--- src/rtl/osd_raster_pkg.sv ---
package osd_raster_pkg;

   typedef logic [1:0] size_code_t;

   // magnification factor for a row size code: 01 -> 2, 10 -> 3, 00/11 -> 1
   function automatic logic [1:0] size_factor(input size_code_t code);
      case (code)
         2'b01:   return 2'd2;
         2'b10:   return 2'd3;
         default: return 2'd1;
      endcase
   endfunction

endpackage

--- src/rtl/osd_sync_lead.sv ---
module osd_sync_lead #(
   parameter bit LEAD_RISE = 1'b1
) (
   input  logic clk_i,
   input  logic rst_ni,
   input  logic sync_i,
   output logic lead_o
);

   logic sync_q;

   always_ff @(posedge clk_i or negedge rst_ni) begin
      if (!rst_ni) sync_q <= LEAD_RISE;
      else         sync_q <= sync_i;
   end

   generate
      if (LEAD_RISE) begin : g_rise
         assign lead_o = sync_i & ~sync_q;
      end else begin : g_fall
         assign lead_o = ~sync_i & sync_q;
      end
   endgenerate

endmodule

--- src/rtl/osd_vert_track.sv ---
module osd_vert_track
   import osd_raster_pkg::*;
#(
   parameter int ROWS    = 12,
   parameter int CELL_H  = 18,
   parameter int START_W = 6
) (
   input  logic                        clk_i,
   input  logic                        rst_ni,
   input  logic                        vs_lead_i,
   input  logic                        hs_lead_i,
   input  logic [START_W-1:0]          vstart_i,
   input  logic [2*ROWS-1:0]           row_size_i,
   output logic                        vwin_o,
   output logic [$clog2(ROWS+1)-1:0]   row_o,
   output logic [$clog2(CELL_H)-1:0]   fline_o,
   output logic [1:0]                  scale_o
);

   localparam int RW = $clog2(ROWS+1);
   localparam int FW = $clog2(CELL_H);
   localparam int SW = START_W + 1;
   localparam logic [RW-1:0] ROW_END = RW'(ROWS);
   localparam logic [FW-1:0] FL_LAST = FW'(CELL_H - 1);
   localparam logic [SW-1:0] VMAX    = '1;

   logic [SW-1:0] vcnt;
   logic [RW-1:0] vrow;
   logic [FW-1:0] fline;
   logic [1:0]    vrep;
   logic [1:0]    cur_scale;
   logic [1:0]    scale_tab [ROWS];

   generate
      for (genvar g = 0; g < ROWS; g++) begin : g_row
         assign scale_tab[g] = size_factor(row_size_i[2*g +: 2]);
      end
   endgenerate

   always_comb begin
      cur_scale = 2'd1;
      for (int r = 0; r < ROWS; r++) begin
         if (vrow == RW'(r)) cur_scale = scale_tab[r];
      end
   end

   assign vwin_o  = (vcnt >= {1'b0, vstart_i}) && (vrow < ROW_END);
   assign row_o   = vrow;
   assign fline_o = fline;
   assign scale_o = cur_scale;

   always_ff @(posedge clk_i or negedge rst_ni) begin
      if (!rst_ni) begin
         vcnt  <= VMAX;
         vrow  <= ROW_END;
         fline <= '0;
         vrep  <= '0;
      end else if (vs_lead_i) begin
         vcnt  <= '0;
         vrow  <= '0;
         fline <= '0;
         vrep  <= '0;
      end else if (hs_lead_i) begin
         if (vcnt != VMAX) vcnt <= vcnt + 1'b1;
         if (vwin_o) begin
            if (vrep == 2'(cur_scale - 2'd1)) begin
               vrep <= '0;
               if (fline == FL_LAST) begin
                  fline <= '0;
                  vrow  <= vrow + 1'b1;
               end else begin
                  fline <= fline + 1'b1;
               end
            end else begin
               vrep <= vrep + 1'b1;
            end
         end
      end
   end

endmodule

--- src/rtl/osd_horz_track.sv ---
module osd_horz_track #(
   parameter int COLS    = 24,
   parameter int CELL_W  = 12,
   parameter int START_W = 6
) (
   input  logic                        clk_i,
   input  logic                        rst_ni,
   input  logic                        hs_lead_i,
   input  logic [START_W-1:0]          hstart_i,
   input  logic [1:0]                  scale_i,
   output logic                        hwin_o,
   output logic [$clog2(COLS+1)-1:0]   col_o,
   output logic [$clog2(CELL_W)-1:0]   dot_o
);

   localparam int WIN_W = COLS * CELL_W;
   localparam int XW    = $clog2(WIN_W + 1);
   localparam int CW    = $clog2(COLS + 1);
   localparam int DW    = $clog2(CELL_W);
   localparam int HW    = START_W + 1;
   localparam logic [XW-1:0] WIN_END  = XW'(WIN_W);
   localparam logic [DW-1:0] DOT_LAST = DW'(CELL_W - 1);
   localparam logic [HW-1:0] HMAX     = '1;

   logic [HW-1:0] hcnt;
   logic [XW-1:0] xcnt;
   logic [CW-1:0] col;
   logic [DW-1:0] dot;
   logic [1:0]    hrep;

   assign hwin_o = (hcnt >= {1'b0, hstart_i}) && (xcnt < WIN_END);
   assign col_o  = col;
   assign dot_o  = dot;

   always_ff @(posedge clk_i or negedge rst_ni) begin
      if (!rst_ni) begin
         hcnt <= HMAX;
         xcnt <= WIN_END;
         col  <= '0;
         dot  <= '0;
         hrep <= '0;
      end else if (hs_lead_i) begin
         hcnt <= '0;
         xcnt <= '0;
         col  <= '0;
         dot  <= '0;
         hrep <= '0;
      end else begin
         if (hcnt != HMAX) hcnt <= hcnt + 1'b1;
         if (hwin_o) begin
            xcnt <= xcnt + 1'b1;
            if (hrep == 2'(scale_i - 2'd1)) begin
               hrep <= '0;
               if (dot == DOT_LAST) begin
                  dot <= '0;
                  col <= col + 1'b1;
               end else begin
                  dot <= dot + 1'b1;
               end
            end else begin
               hrep <= hrep + 1'b1;
            end
         end
      end
   end

endmodule

--- src/rtl/osd_raster_addr.sv ---
module osd_raster_addr #(
   parameter int ROWS      = 12,
   parameter int COLS      = 24,
   parameter int CELL_W    = 12,
   parameter int CELL_H    = 18,
   parameter int START_W   = 6,
   parameter bit SYNC_RISE = 1'b1
) (
   input  logic                        clk_i,
   input  logic                        rst_ni,
   input  logic                        hsync_i,
   input  logic                        vsync_i,
   input  logic [START_W-1:0]          vstart_i,
   input  logic [START_W-1:0]          hstart_i,
   input  logic [2*ROWS-1:0]           row_size_i,
   output logic                        active_o,
   output logic [$clog2(ROWS+1)-1:0]   ram_row_o,
   output logic [$clog2(COLS+1)-1:0]   ram_col_o,
   output logic [$clog2(CELL_H)-1:0]   font_line_o,
   output logic [$clog2(CELL_W)-1:0]   dot_o
);

   localparam int RW = $clog2(ROWS + 1);
   localparam int CW = $clog2(COLS + 1);
   localparam int FW = $clog2(CELL_H);
   localparam int DW = $clog2(CELL_W);

   generate
      if (ROWS < 1 || COLS < 1) begin : g_bad_grid
         $error("osd_raster_addr: grid needs at least one row and column");
      end
      if (CELL_W < 2 || CELL_H < 2) begin : g_bad_cell
         $error("osd_raster_addr: cell must be at least 2x2");
      end
      if (START_W < 1) begin : g_bad_start
         $error("osd_raster_addr: start field needs at least one bit");
      end
   endgenerate

   logic          hs_lead, vs_lead;
   logic          vwin, hwin;
   logic [RW-1:0] row;
   logic [CW-1:0] col;
   logic [FW-1:0] fline;
   logic [DW-1:0] dot;
   logic [1:0]    scale;

   osd_sync_lead #(.LEAD_RISE(SYNC_RISE)) u_hs_lead (
      .clk_i(clk_i), .rst_ni(rst_ni), .sync_i(hsync_i), .lead_o(hs_lead)
   );

   osd_sync_lead #(.LEAD_RISE(SYNC_RISE)) u_vs_lead (
      .clk_i(clk_i), .rst_ni(rst_ni), .sync_i(vsync_i), .lead_o(vs_lead)
   );

   osd_vert_track #(.ROWS(ROWS), .CELL_H(CELL_H), .START_W(START_W)) u_vert (
      .clk_i(clk_i), .rst_ni(rst_ni), .vs_lead_i(vs_lead), .hs_lead_i(hs_lead),
      .vstart_i(vstart_i), .row_size_i(row_size_i),
      .vwin_o(vwin), .row_o(row), .fline_o(fline), .scale_o(scale)
   );

   osd_horz_track #(.COLS(COLS), .CELL_W(CELL_W), .START_W(START_W)) u_horz (
      .clk_i(clk_i), .rst_ni(rst_ni), .hs_lead_i(hs_lead), .hstart_i(hstart_i),
      .scale_i(scale), .hwin_o(hwin), .col_o(col), .dot_o(dot)
   );

   assign active_o    = vwin & hwin;
   assign ram_row_o   = active_o ? row   : '0;
   assign ram_col_o   = active_o ? col   : '0;
   assign font_line_o = active_o ? fline : '0;
   assign dot_o       = active_o ? dot   : '0;

endmodule

--- config.mk ---
export PLATFORM = sky130hd
export DESIGN_NAME = osd_raster_addr
export DESIGN_NICKNAME = d
export VERILOG_FILES = /design/src/rtl/osd_raster_pkg.sv /design/src/rtl/osd_sync_lead.sv /design/src/rtl/osd_vert_track.sv /design/src/rtl/osd_horz_track.sv /design/src/rtl/osd_raster_addr.sv
export SDC_FILE = /design/constraint.sdc
export NUM_CORES = 1
export LEC_CHECK = 0
export ABC_AREA = 1
export BUFFER_PORTS_ARGS = -buffer_cell sky130_fd_sc_hd__buf_2
export CORE_AREA = 2 2 124 66
export DETAILED_ROUTE_END_ITERATION = 10
export DIE_AREA = 0 0 126 68
export GPL_TIMING_DRIVEN = 0
export PLACE_DENSITY = 0.73
export SLEW_MARGIN = 20
export SYNTH_ARGS = -nofsm -noshare
export SYNTH_HDL_FRONTEND = slang
export SYNTH_SLANG_ARGS = --single-unit
export TNS_END_PERCENT = 100
--- constraint.sdc ---
create_clock -name clk_i -period 5.3 [get_ports clk_i]
set_input_delay 0.795 -clock clk_i [delete_from_list [all_inputs] [get_ports clk_i]]
set_output_delay 0.795 -clock clk_i [all_outputs]
set_load 0.03 [all_outputs]
# --- Yosys cells after proc, flatten, opt, wreduce, memory -nomap -nowiden ---
# Index checks and enable logic that the tools add are counted.
word_totals:
  reg_bits: 47
  in_bits: 40
  out_inout_bits: 19
  wordCells: 149
classes:
  n_addsub: 10
  n_eq_ne: 41
  n_mux: 60
  n_lt_le_gt_ge: 4
  reduce_logical: 18
  bitwise_logic: 5
ops:
  columns: ["operator", "n"]
  rows:
  - ["$mux W5", 11]
  - ["$pmux W2 S2", 12]
  - ["$mux W4", 11]
  - ["$mux W2", 19]
  - ["$mux W7", 5]
  - ["$eq A2 B1 Y1 const B", 12]
  - ["$eq A2 B2 Y1 const B", 12]
  - ["$eq A4 B4 Y1 const B", 5]
  - ["$mux W9", 2]
  - ["$reduce_bool A2 Y1", 9]
  - ["$eq A4 B3 Y1 const B", 4]
  - ["$add A7 B1 Y7 const B", 2]
  - ["$ge A7 B6 Y1", 2]
  - ["$ne A7 B7 Y1 const B", 2]
  - ["$add A5 B1 Y5 const B", 2]
  - ["$add A9 B1 Y9 const B", 1]
  - ["$lt A9 B9 Y1 const B", 1]
  - ["$add A4 B1 Y4 const B", 2]
  - ["$eq A4 B2 Y1 const B", 2]
  - ["$reduce_and A2 Y1", 3]
  - ["$reduce_and A3 Y1", 2]
  - ["$eq A5 B5 Y1 const B", 1]
  - ["$add A2 B1 Y2 const B", 2]
  - ["$eq A2 B2 Y1", 2]
  - ["8 further kinds", 12]

# --- Depth between registers and ports, before layout ---
# Gate-level depths: netlist of the first run.
logic_depth:
  ltp_word: 20
  depth_mapped: 24
  mapped_depth_nobuf: 24

# --- By module ---
# A second synthesis of the first run with hierarchy kept.
unflattened:
  hier_cells: 550
  hier_area_um2: 3792.4
modules_own_cells:
  columns: ["mod", "cells_per_inst", "n_inst", "area_each_um2", "seq_area_each_um2"]
  rows:
  - ["osd_vert_track", 284, 1, 1876.8, 461.7]
  - ["osd_horz_track", 221, 1, 1681.6, 686.9]
  - ["osd_raster_addr", 39, 1, 161.4, 0.0]
  - ["osd_sync_lead", 3, 2, 36.3, 26.3]

# --- Least setup slack after synthesis of the first run ---
# No wires, ideal clock.
synth_timing:
  path_type: "input port to output port"
  startpoint: "in vstart_i[1]"
  endpoint: "out dot_o[0]"
  path_slack_ns: 1.283
  path_buffers: 1
  cell_stages: 13
  required_ns: 4.505
  arrival_ns: 3.222
  cell_sequence: "inv_1 ha_1 a21boi_1 o21a_1 o21ai_1 nand2_1 a21oi_1 o21ai_1 o21ai_0 nor2_1 clkinv_1 clkbuf_1 nor2_1"
synth_via:
  elab_chain_len: 4
synth_lines:
  columns: ["element", "line", "rtl"]
  rows:
  - ["from (decl)", "osd_raster_addr.sv:13", "input logic [START_W-1:0] vstart_i,"]
  - ["$ge A7 B6 Y1", "osd_vert_track.sv:47", "assign vwin_o = (vcnt >= {1'b0, vstart_i}) && (vrow < ROW_END);"]
  - ["$logic_and A1 B1 Y1", "osd_vert_track.sv:47", null]
  - ["$and A1 B1 Y1", "osd_raster_addr.sv:67", "assign active_o = vwin & hwin;"]
  - ["via active_o", "osd_raster_addr.sv:16", "output logic active_o,"]
  - ["$mux W4", "osd_raster_addr.sv:71", "assign dot_o = active_o ? dot : '0;"]
  - ["to (decl)", "osd_raster_addr.sv:20", "output logic [$clog2(CELL_W)-1:0] dot_o"]
# The timed path passes the listed nets, and every way through them passes these cells.

# --- Worst setup path after layout of the first run ---
layout_timing:
  startpoint: "reg u_vert.vcnt[0]"
  endpoint: "out font_line_o[2]"
layout_via:
  elab_chain_len: 4
layout_lines:
  columns: ["element", "line", "rtl"]
  rows:
  - ["from (decl)", "osd_vert_track.sv:27", "logic [SW-1:0] vcnt;"]
  - ["from (signal assigned)", "osd_vert_track.sv:64", "if (vcnt != VMAX) vcnt <= vcnt + 1'b1;"]
  - ["$ge A7 B6 Y1", "osd_vert_track.sv:47", null]
  - ["$logic_and A1 B1 Y1", "osd_vert_track.sv:47", null]
  - ["$and A1 B1 Y1", "osd_raster_addr.sv:67", null]
  - ["$mux W5", "osd_raster_addr.sv:70", "assign font_line_o = active_o ? fline : '0;"]
  - ["to (decl)", "osd_raster_addr.sv:19", "output logic [$clog2(CELL_H)-1:0] font_line_o,"]
# No other way between the ends.

==> results of run 1 <==
[kinds of logic (layout without fill, tap and decap cells)]
group | Yosys count | after routing | share of synthesized area, %
buf+inv | 105 | 171 | 10.8
simple gates | 250 | 250 | 32.9
compound gates | 56 | 56 | 9.74
fa+ha+maj | 35 | 35 | 12.0
flops | 47 | 47 | 33.0
xor+xnor | 6 | 6 | 1.44
[how the worst max path moves through the flow]
stage,startpoint,end
global placement,vstart_i[1],font_line_o[0]
floorplan,vstart_i[1],dot_o[0]
global route,u_vert.vcnt[0],font_line_o[2]
CTS,u_vert.vcnt[0],font_line_o[3]
finish,u_vert.vcnt[0],font_line_o[2]
detailed placement,vstart_i[1],font_line_o[3]
[critical path, cell delays in order, from the launching register on]
cell and delay (ns):
sky130_fd_sc_hd__dfstp_2 0.55, sky130_fd_sc_hd__inv_1 0.07, sky130_fd_sc_hd__ha_1 0.27, sky130_fd_sc_hd__inv_1 0.03, sky130_fd_sc_hd__a21boi_1 0.11, sky130_fd_sc_hd__o21a_1 0.12, sky130_fd_sc_hd__o21ai_1 0.05, sky130_fd_sc_hd__nand2_1 0.07
sky130_fd_sc_hd__a21oi_1 0.07, sky130_fd_sc_hd__o21ai_1 0.20, sky130_fd_sc_hd__o21ai_0 0.25, sky130_fd_sc_hd__nor2_1 0.26, sky130_fd_sc_hd__clkinv_1 0.33, sky130_fd_sc_hd__clkbuf_1 0.32, sky130_fd_sc_hd__nor2_1 0.18, sky130_fd_sc_hd__buf_2 0.22
[routing by layer]
layer | track usage, % | vias to the layer above | part of all wire [%] | routed length (um)
li1 | - | 1725 | - | -
met1 | 27.0 | 1539 | 51 | 4140
met2 | 32.1 | 53 | 44 | 3640
met3 | 4.38 | 11 | 3.9 | 322
met4 | 3.98 | 0 | 0.94 | 77
met5 | 0 | - | 0 | 0
[placed cells by master, fill, tap and decap left out, types with 16 or more instances in the layout]
| master | instances |
|---|---|
| sky130_fd_sc_hd__nand4_1 | 19 |
| sky130_fd_sc_hd__nor2_1 | 63 |
| sky130_fd_sc_hd__dfstp_2 | 20 |
| sky130_fd_sc_hd__a21oi_1 | 16 |
| sky130_fd_sc_hd__nand2_1 | 93 |
| sky130_fd_sc_hd__buf_2 | 57 |
| sky130_fd_sc_hd__ha_1 | 35 |
| sky130_fd_sc_hd__nand3_1 | 26 |
| sky130_fd_sc_hd__dfrtp_1 | 27 |
| sky130_fd_sc_hd__inv_1 | 91 |
[flip-flops by register name, summed over array words and instances, names as in the netlist]
signal / cells
u_horz.xcnt: 9
u_horz.hcnt: 7
u_vert.vcnt: 7
u_horz.col_o: 5
u_vert.fline_o: 5
u_horz.dot_o: 4
u_vert.row_o: 4
u_horz.hrep: 2
u_vert.vrep: 2
u_hs_lead.sync_q: 1
u_vs_lead.sync_q: 1
[report_power, final]
part | internal, mW | switching, mW | total (mW)
clock network | 0.201 | 0.133 | 0.334
logic | 0.289 | 0.516 | 0.805
registers | 0.456 | 0.0966 | 0.553
total | 0.946 | 0.746 | 1.69
[metrics by stage]
| step | cell area (sq um) | hold slack (ns) | std cells |
|---|---|---|---|
| after floorplan | 3640 | 0.442 | 499 |
| after global placement | 4050 | 0.460 | 657 |
| after detailed placement | 4050 | 0.467 | 657 |
| after CTS | 4210 | 0.484 | 665 |
| after global routing | 4220 | 0.502 | 665 |
| final | 4220 | 0.480 | 665 |
[cell type report]
type / count / area (sq um)
buffer: 5 / 18.8
clock buffer: 7 / 153
clock inverter: 1 / 7.51
fill: 720 / 3380
inverter: 100 / 375
multi-input combinational: 347 / 2040
sequential: 47 / 1200
tap: 100 / 125
timing repair buffer: 58 / 293
==> reports/qor.tcl, run 1 <==
set qor(setup_viol) 0
set qor(postRouteAntennaNets) 0
set qor(finalWorstPathRequiredPeriod_ns) 4.19
set qor(synth_fp_nets) 574
set qor(largest_vdd_supply_drop_mv) 0.180
set qor(via_count) 3328
set qor(holdCritPathClass) {flop to flop}
set qor(rsz0062_at_grt) {no}
set qor(first_global_vias) 3040
set qor(drc) 0
set qor(dieWidth_um) 126
set qor(final.setup.tns_ns) 0
set qor(post_cts_resized) 0
set qor(worst-r2r-setup-slack_ns) 2.42
set qor(dp.final_hpwl_um) 6500
set qor(final.setup_skew_ns) 0.00627
set qor(first_iter_violations) 201
set qor(routed_via_density) 5.00
set qor(hold_end) {u_horz.col_o[4]}
set qor(clock_tree_from_tritoncts) {built}
set qor(clock_tree.root_cell) {sky130_fd_sc_hd__clkbuf_16}
set qor(number_of_violations_of_the_max_capacitance_limit) 0
set qor(report.final.slew_viol_count) 0
set qor(die_area_sq_um) 8570
set qor(wire_per_inst_um) 12.3
set qor(number_of_synthesized_register_bits) 47
set qor(min_period_over_period_pct) 79.0
set qor(synth_top_area_share_pct) 18.6
set qor(synthFlopType) {sky130_fd_sc_hd__dfrtp_1}
set qor(gp_routability_congestion) 0.853
set qor(synthesis.instances) 499
set qor(overflow) 0
set qor(status) {completed}
set qor(post-place-ws_ns) 1.15
set qor(synth_largest_area_cell) {sky130_fd_sc_hd__dfrtp_1}
set qor(worstPathRequired_ns) 4.51
set qor(power_density_nw_per_um2) 401
set qor(core-area_sq_um) 7600
set qor(area.growth.synth_to_final_pct) 15.9
set qor(diodes) 0
set qor(row_count) 23
set qor(proportion_of_layout_cells_with_a_drive_suffix_above_1_pct) 24.2
set qor(hold_path.startpoint) {u_horz.col_o[4]}
set qor(boundaryPins) 59
set qor(yosysMostFrequentCell) {sky130_fd_sc_hd__nand2_1}
set qor(post_cts.repair.setup_buffers) 0
set qor(critPathMaxFanout) 10
set qor(endpoint_kind) {output pin}
set qor(clock_sink_count) 47
set qor(tightestPinTransition_ns) 0.582
set qor(final_core_util_pct) 55.5
set qor(synth_area_per_cell_sq_um) 7.29
set qor(ctsHoldBuffers) 0
set qor(worst_r2r_startpoint) {u_horz.hcnt[0]}
set qor(async_flop_share_pct) 100
set qor(capture_instance_of_the_worst_register_to_register_path) {u_horz.dot_o[2]}
set qor(h-tree-depth) 2
set qor(finalWorstSetupSlack_ns) 1.11
set qor(clk_transition_reported_paths_ns) 0.06
set qor(timing.slew.headroom_pct) 60.8
set qor(report.power.total_mw) 1.69
set qor(cts_buffers) 5
set qor(number_of_antenna_violations_at_the_first_check_in_global_routing) 0
set qor(hold_violations) 0
set qor(netlist-cell-type-count) 36
set qor(groute.usage.overall_pct) 19.5
set qor(final_wirelength_um) 8180
set qor(drtPass1Iterations) 7
set qor(fmax_mhz) 239
set qor(synth_sequential_area_ratio_pct) 33.0
set qor(synthTopCellsByArea) {sky130_fd_sc_hd__dfrtp_1 (19%), sky130_fd_sc_hd__dfstp_2 (14%), sky130_fd_sc_hd__ha_1 (12%), sky130_fd_sc_hd__nand2_1 (9.6%), sky130_fd_sc_hd__inv_1 (9.4%)}
set qor(grt_max_degree) 48
set qor(hold_path_depth) 2
set qor(timing.critical_path.arrival_ns) 3.39
set qor(synth_common_cells) {sky130_fd_sc_hd__nand2_1 (93), sky130_fd_sc_hd__inv_1 (91), sky130_fd_sc_hd__nor2_1 (63)}
set qor(timing.reg2reg.worst_path_depth) 16
set qor(clk_latency_ns) 0.29
set qor(grt_pass1_wl_um) 13400
set qor(clock_path_buffers) 2
set qor(synth.yosys.warnings) 0
set qor(finalNetCount) 639
set qor(floorplan.die.height_um) 68
set qor(critPathLaunchType) {flop}
set qor(buffer_ports.inserted) 58
set qor(p_leak_nw) 2.20
set qor(critical_path_class) {flop to output pin}
set qor(synth-edff-count) 0
set qor(synth.cell_area_sq_um) 3640
set qor(floorplan.initialDensity_pct) 47.9
Note: power is estimated with default switching activity, not from simulation.
==> run 2: changes to the inputs <==
--- a/config.mk
+++ b/config.mk
@@ -11,7 +11,7 @@
 export DETAILED_ROUTE_END_ITERATION = 10
 export DIE_AREA = 0 0 126 68
 export GPL_TIMING_DRIVEN = 0
-export PLACE_DENSITY = 0.73
+export PLACE_DENSITY = 0.75
 export SLEW_MARGIN = 20
 export SYNTH_ARGS = -nofsm -noshare
 export SYNTH_HDL_FRONTEND = slang
==> constraint.sdc (replaced) <==
create_clock -name clk_i -period 3.65 [get_ports clk_i]
set_input_delay 0.5475 -clock clk_i [delete_from_list [all_inputs] [get_ports clk_i]]
set_output_delay 0.5475 -clock clk_i [all_outputs]
set_load 0.03 [all_outputs]
==> run 2 against run 1 <==
Die area stayed put; global-route usage is 0.33 points higher; non-clock buffer count stayed put; clock skew is 0.0028 ns lower; hold slack worse by 0.22 ns; first-iteration DRC count is 3.0% higher; critical path depth is 1 lower; sequential share of layout area is 0.11 points higher.
==> reports/qor.tcl, run 2 (synthesis gave the netlist of run 1 again) <==
set qor(timing.critical_path.arrival_ns) 2.90 ;# -0.49 ns
set qor(worst-r2r-setup-slack_ns) 0.77 ;# -1.65 ns
set qor(endpoint_kind) {output pin}
set qor(floorplan.die.height_um) 68 ;# unchanged
set qor(buffer_ports.inserted) 58 ;# unchanged
set qor(wire_per_inst_um) 12.0 ;# -2.5%
set qor(worst_hold_slack_ns) 0.261 ;# -0.219 ns
set qor(p_leak_nw) 2.20 ;# -0.13%
set qor(via_count) 3306 ;# -0.66%
set qor(final.setup_skew_ns) 0.00343 ;# -0.00284 ns
set qor(routed_via_density) 4.97 ;# -0.66%
set qor(timing.slew.headroom_pct) 55.6 ;# -5.2 points
set qor(number_of_antenna_violations_at_the_first_check_in_global_routing) 0 ;# unchanged
set qor(fin_cells) 665 ;# unchanged
set qor(drc) 0 ;# unchanged
set qor(dp.final_hpwl_um) 6210 ;# -4.5%
set qor(worstPathCellList) {inv_1, ha_1, inv_1, a21boi_1, o21a_1, o21ai_1, nand2_1, a21oi_1, o21ai_1, o21ai_1, nor2_1, inv_4, nor2_1, buf_2}
set qor(top_regs) {u_horz.xcnt (9), u_horz.hcnt (7), u_vert.vcnt (7)}
set qor(multi_input_area_sq_um) 2040 ;# unchanged
set qor(h-tree-depth) 2 ;# unchanged
set qor(status) {completed}
set qor(critPathLaunchType) {flop}
set qor(largest_register_ffs) 9 ;# unchanged
set qor(rsz0062_at_grt) {no}
set qor(cp-endpoint) {ram_col_o[0]}
set qor(floorplan.initialDensity_pct) 47.9 ;# unchanged
set qor(hold_violations) 0 ;# unchanged
set qor(clock_tree_from_tritoncts) {built}
set qor(critical_path.startpoint) {u_vert.vcnt[0]}
set qor(timing.critical_path.slowest_cell_delay_ns) 0.55 ;# about the same
set qor(diodes) 0 ;# unchanged
set qor(clock_path_buffers) 2 ;# unchanged
set qor(grt_pass1_wl_um) 13800 ;# +2.4%
set qor(finalNetCount) 639 ;# unchanged
set qor(area.growth.synth_to_final_pct) 15.4
set qor(cts_buffers) 5 ;# unchanged
set qor(first_global_vias) 3119 ;# +2.6%
set qor(worst-path-buf-inv) 4 ;# -1
set qor(critical_path_class) {flop to output pin}
set qor(clk_latency_ns) 0.29 ;# about the same
set qor(footprint_of_the_flip_flops_and_latches_sq_um) 1200 ;# unchanged
set qor(crit_cells) 14 ;# -1
set qor(largest_vdd_supply_drop_mv) 0.223 ;# +24%
set qor(postRouteAntennaNets) 0 ;# unchanged
set qor(report.power.total_mw) 2.40 ;# +42%
set qor(fmax_mhz) 290
set qor(min_period_over_period_pct) 94.5
set qor(timing.reg2reg.worst_path_depth) 16 ;# unchanged
set qor(regMostFlops) {u_horz.xcnt}
set qor(tightestPinTransition_ns) 0.663 ;# +0.0807 ns
set qor(crit_top_cell) {sky130_fd_sc_hd__o21ai_1}
set qor(die_area_sq_um) 8570 ;# unchanged
set qor(critical-path-slowest-cell) {sky130_fd_sc_hd__dfstp_2}
set qor(final_core_util_pct) 55.3 ;# -0.21 points
set qor(clock_sink_count) 47 ;# unchanged
set qor(grt_max_degree) 48 ;# unchanged
set qor(overflow) 0 ;# unchanged
set qor(commonest_non_fill_non_tap_cell_in_the_layout) {sky130_fd_sc_hd__nand2_1}
set qor(boundaryPins) 59 ;# unchanged
set qor(proportion_of_layout_cells_with_a_drive_suffix_above_1_pct) 24.2 ;# unchanged
set qor(power_density_nw_per_um2) 572 ;# +43%
set qor(holdCritPathClass) {input pin to async pin}
set qor(dp.cells) 657 ;# unchanged
set qor(core-area_sq_um) 7600 ;# unchanged
set qor(dieWidth_um) 126 ;# unchanged
set qor(report.final.slew_viol_count) 0 ;# unchanged
set qor(capture_instance_of_the_worst_register_to_register_path) {u_horz.dot_o[1]}
set qor(finalWorstPathRequiredPeriod_ns) 3.45
set qor(ctsHoldBuffers) 0 ;# unchanged
set qor(worst_r2r_startpoint) {u_horz.hcnt[0]}
set qor(drtPass1Iterations) 4 ;# -3
set qor(gp_routability_congestion) 0.843 ;# -1.1%
set qor(first_iter_violations) 207 ;# +3.0%
set qor(top_delay_family_on_crit_path) {compound AO/OA/AOI/OAI gates}
set qor(row_count) 23 ;# unchanged
set qor(clk_transition_reported_paths_ns) 0.06 ;# about the same
set qor(fillers) 717 ;# -0.42%
set qor(groute.usage.overall_pct) 19.9 ;# +0.33 points
set qor(critPathMaxFanout) 18 ;# +8
set qor(commonest_cells_after_routing_fill_and_taps_aside) {sky130_fd_sc_hd__nand2_1 (93), sky130_fd_sc_hd__inv_1 (91), sky130_fd_sc_hd__nor2_1 (63)}
set qor(number_of_violations_of_the_max_capacitance_limit) 0 ;# unchanged
set qor(final_wirelength_um) 7970 ;# -2.5%
set qor(worstPathRequired_ns) 3.10 ;# -1.41 ns
set qor(setup_viol) 0 ;# unchanged
set qor(clock_tree.root_cell) {sky130_fd_sc_hd__clkbuf_16}
run 2: per-layer routing:
metal | up-vias | track usage (%) | part of all wire (%) | wire length, um
met1 | 1495 | 28.0 | 51 | 4100
li1 | 1726 | - | - | -
met5 | - | 0 | 0 | 0
met2 | 78 | 30.8 | 42 | 3380
met3 | 7 | 5.00 | 5.5 | 437
met4 | 0 | 5.08 | 0.75 | 60
run 2: layout make-up:
class | instances | share of cell area (%)
tap | 100 | 2.98
clock buffer | 7 | 3.16
timing repair buffer | 59 | 7.15
buffer | 4 | 0.358
inverter | 100 | 9.00
clock inverter | 1 | 0.119
sequential | 47 | 28.6
multi-input combinational | 347 | 48.6
run 2: timing repair:
action | 4_1_cts | 5_1_grt
gates resized for setup | 2 | 1
setup endpoints to repair | 11 | 18
pin swaps | 1 | 0
buffers inserted | 1 | 0
run 2: report_power, final:
group / internal [mW] / leakage (nW) / total (mW) / switching (mW)
clock network: 0.253 / 0.0679 / 0.442 / 0.189
logic: 0.417 / 1.57 / 1.16 / 0.743
registers: 0.663 / 0.567 / 0.800 / 0.137
total: 1.33 / 2.20 / 2.40 / 1.07
run 2: worst min path at each step:
stage | start | cells past startpoint | endpoint | slack (ns)
after floorplan | rst_ni | 0 | u_horz.col_o[0] | 0.25
after global placement | u_horz.col_o[4] | 2 | u_horz.col_o[4] | 0.46
after detailed placement | u_horz.col_o[4] | 2 | u_horz.col_o[4] | 0.49
after CTS | hsync_i | 1 | u_hs_lead.sync_q | 0.36
after global routing | rst_ni | 1 | u_horz.xcnt[4] | 0.32
final | rst_ni | 1 | u_horz.xcnt[4] | 0.26
run 2: stage by stage:
stage          area, sq um  setup TNS [ns]  setup WS [ns]
4_1_cts               4200               0         0.0863
6_report              4200               0          0.200
3_5_place_dp          4050          -0.108        -0.0334
2_1_floorplan         3640               0          0.123
5_1_grt               4200               0         0.0388
3_3_place_gp          4050               0         0.0390
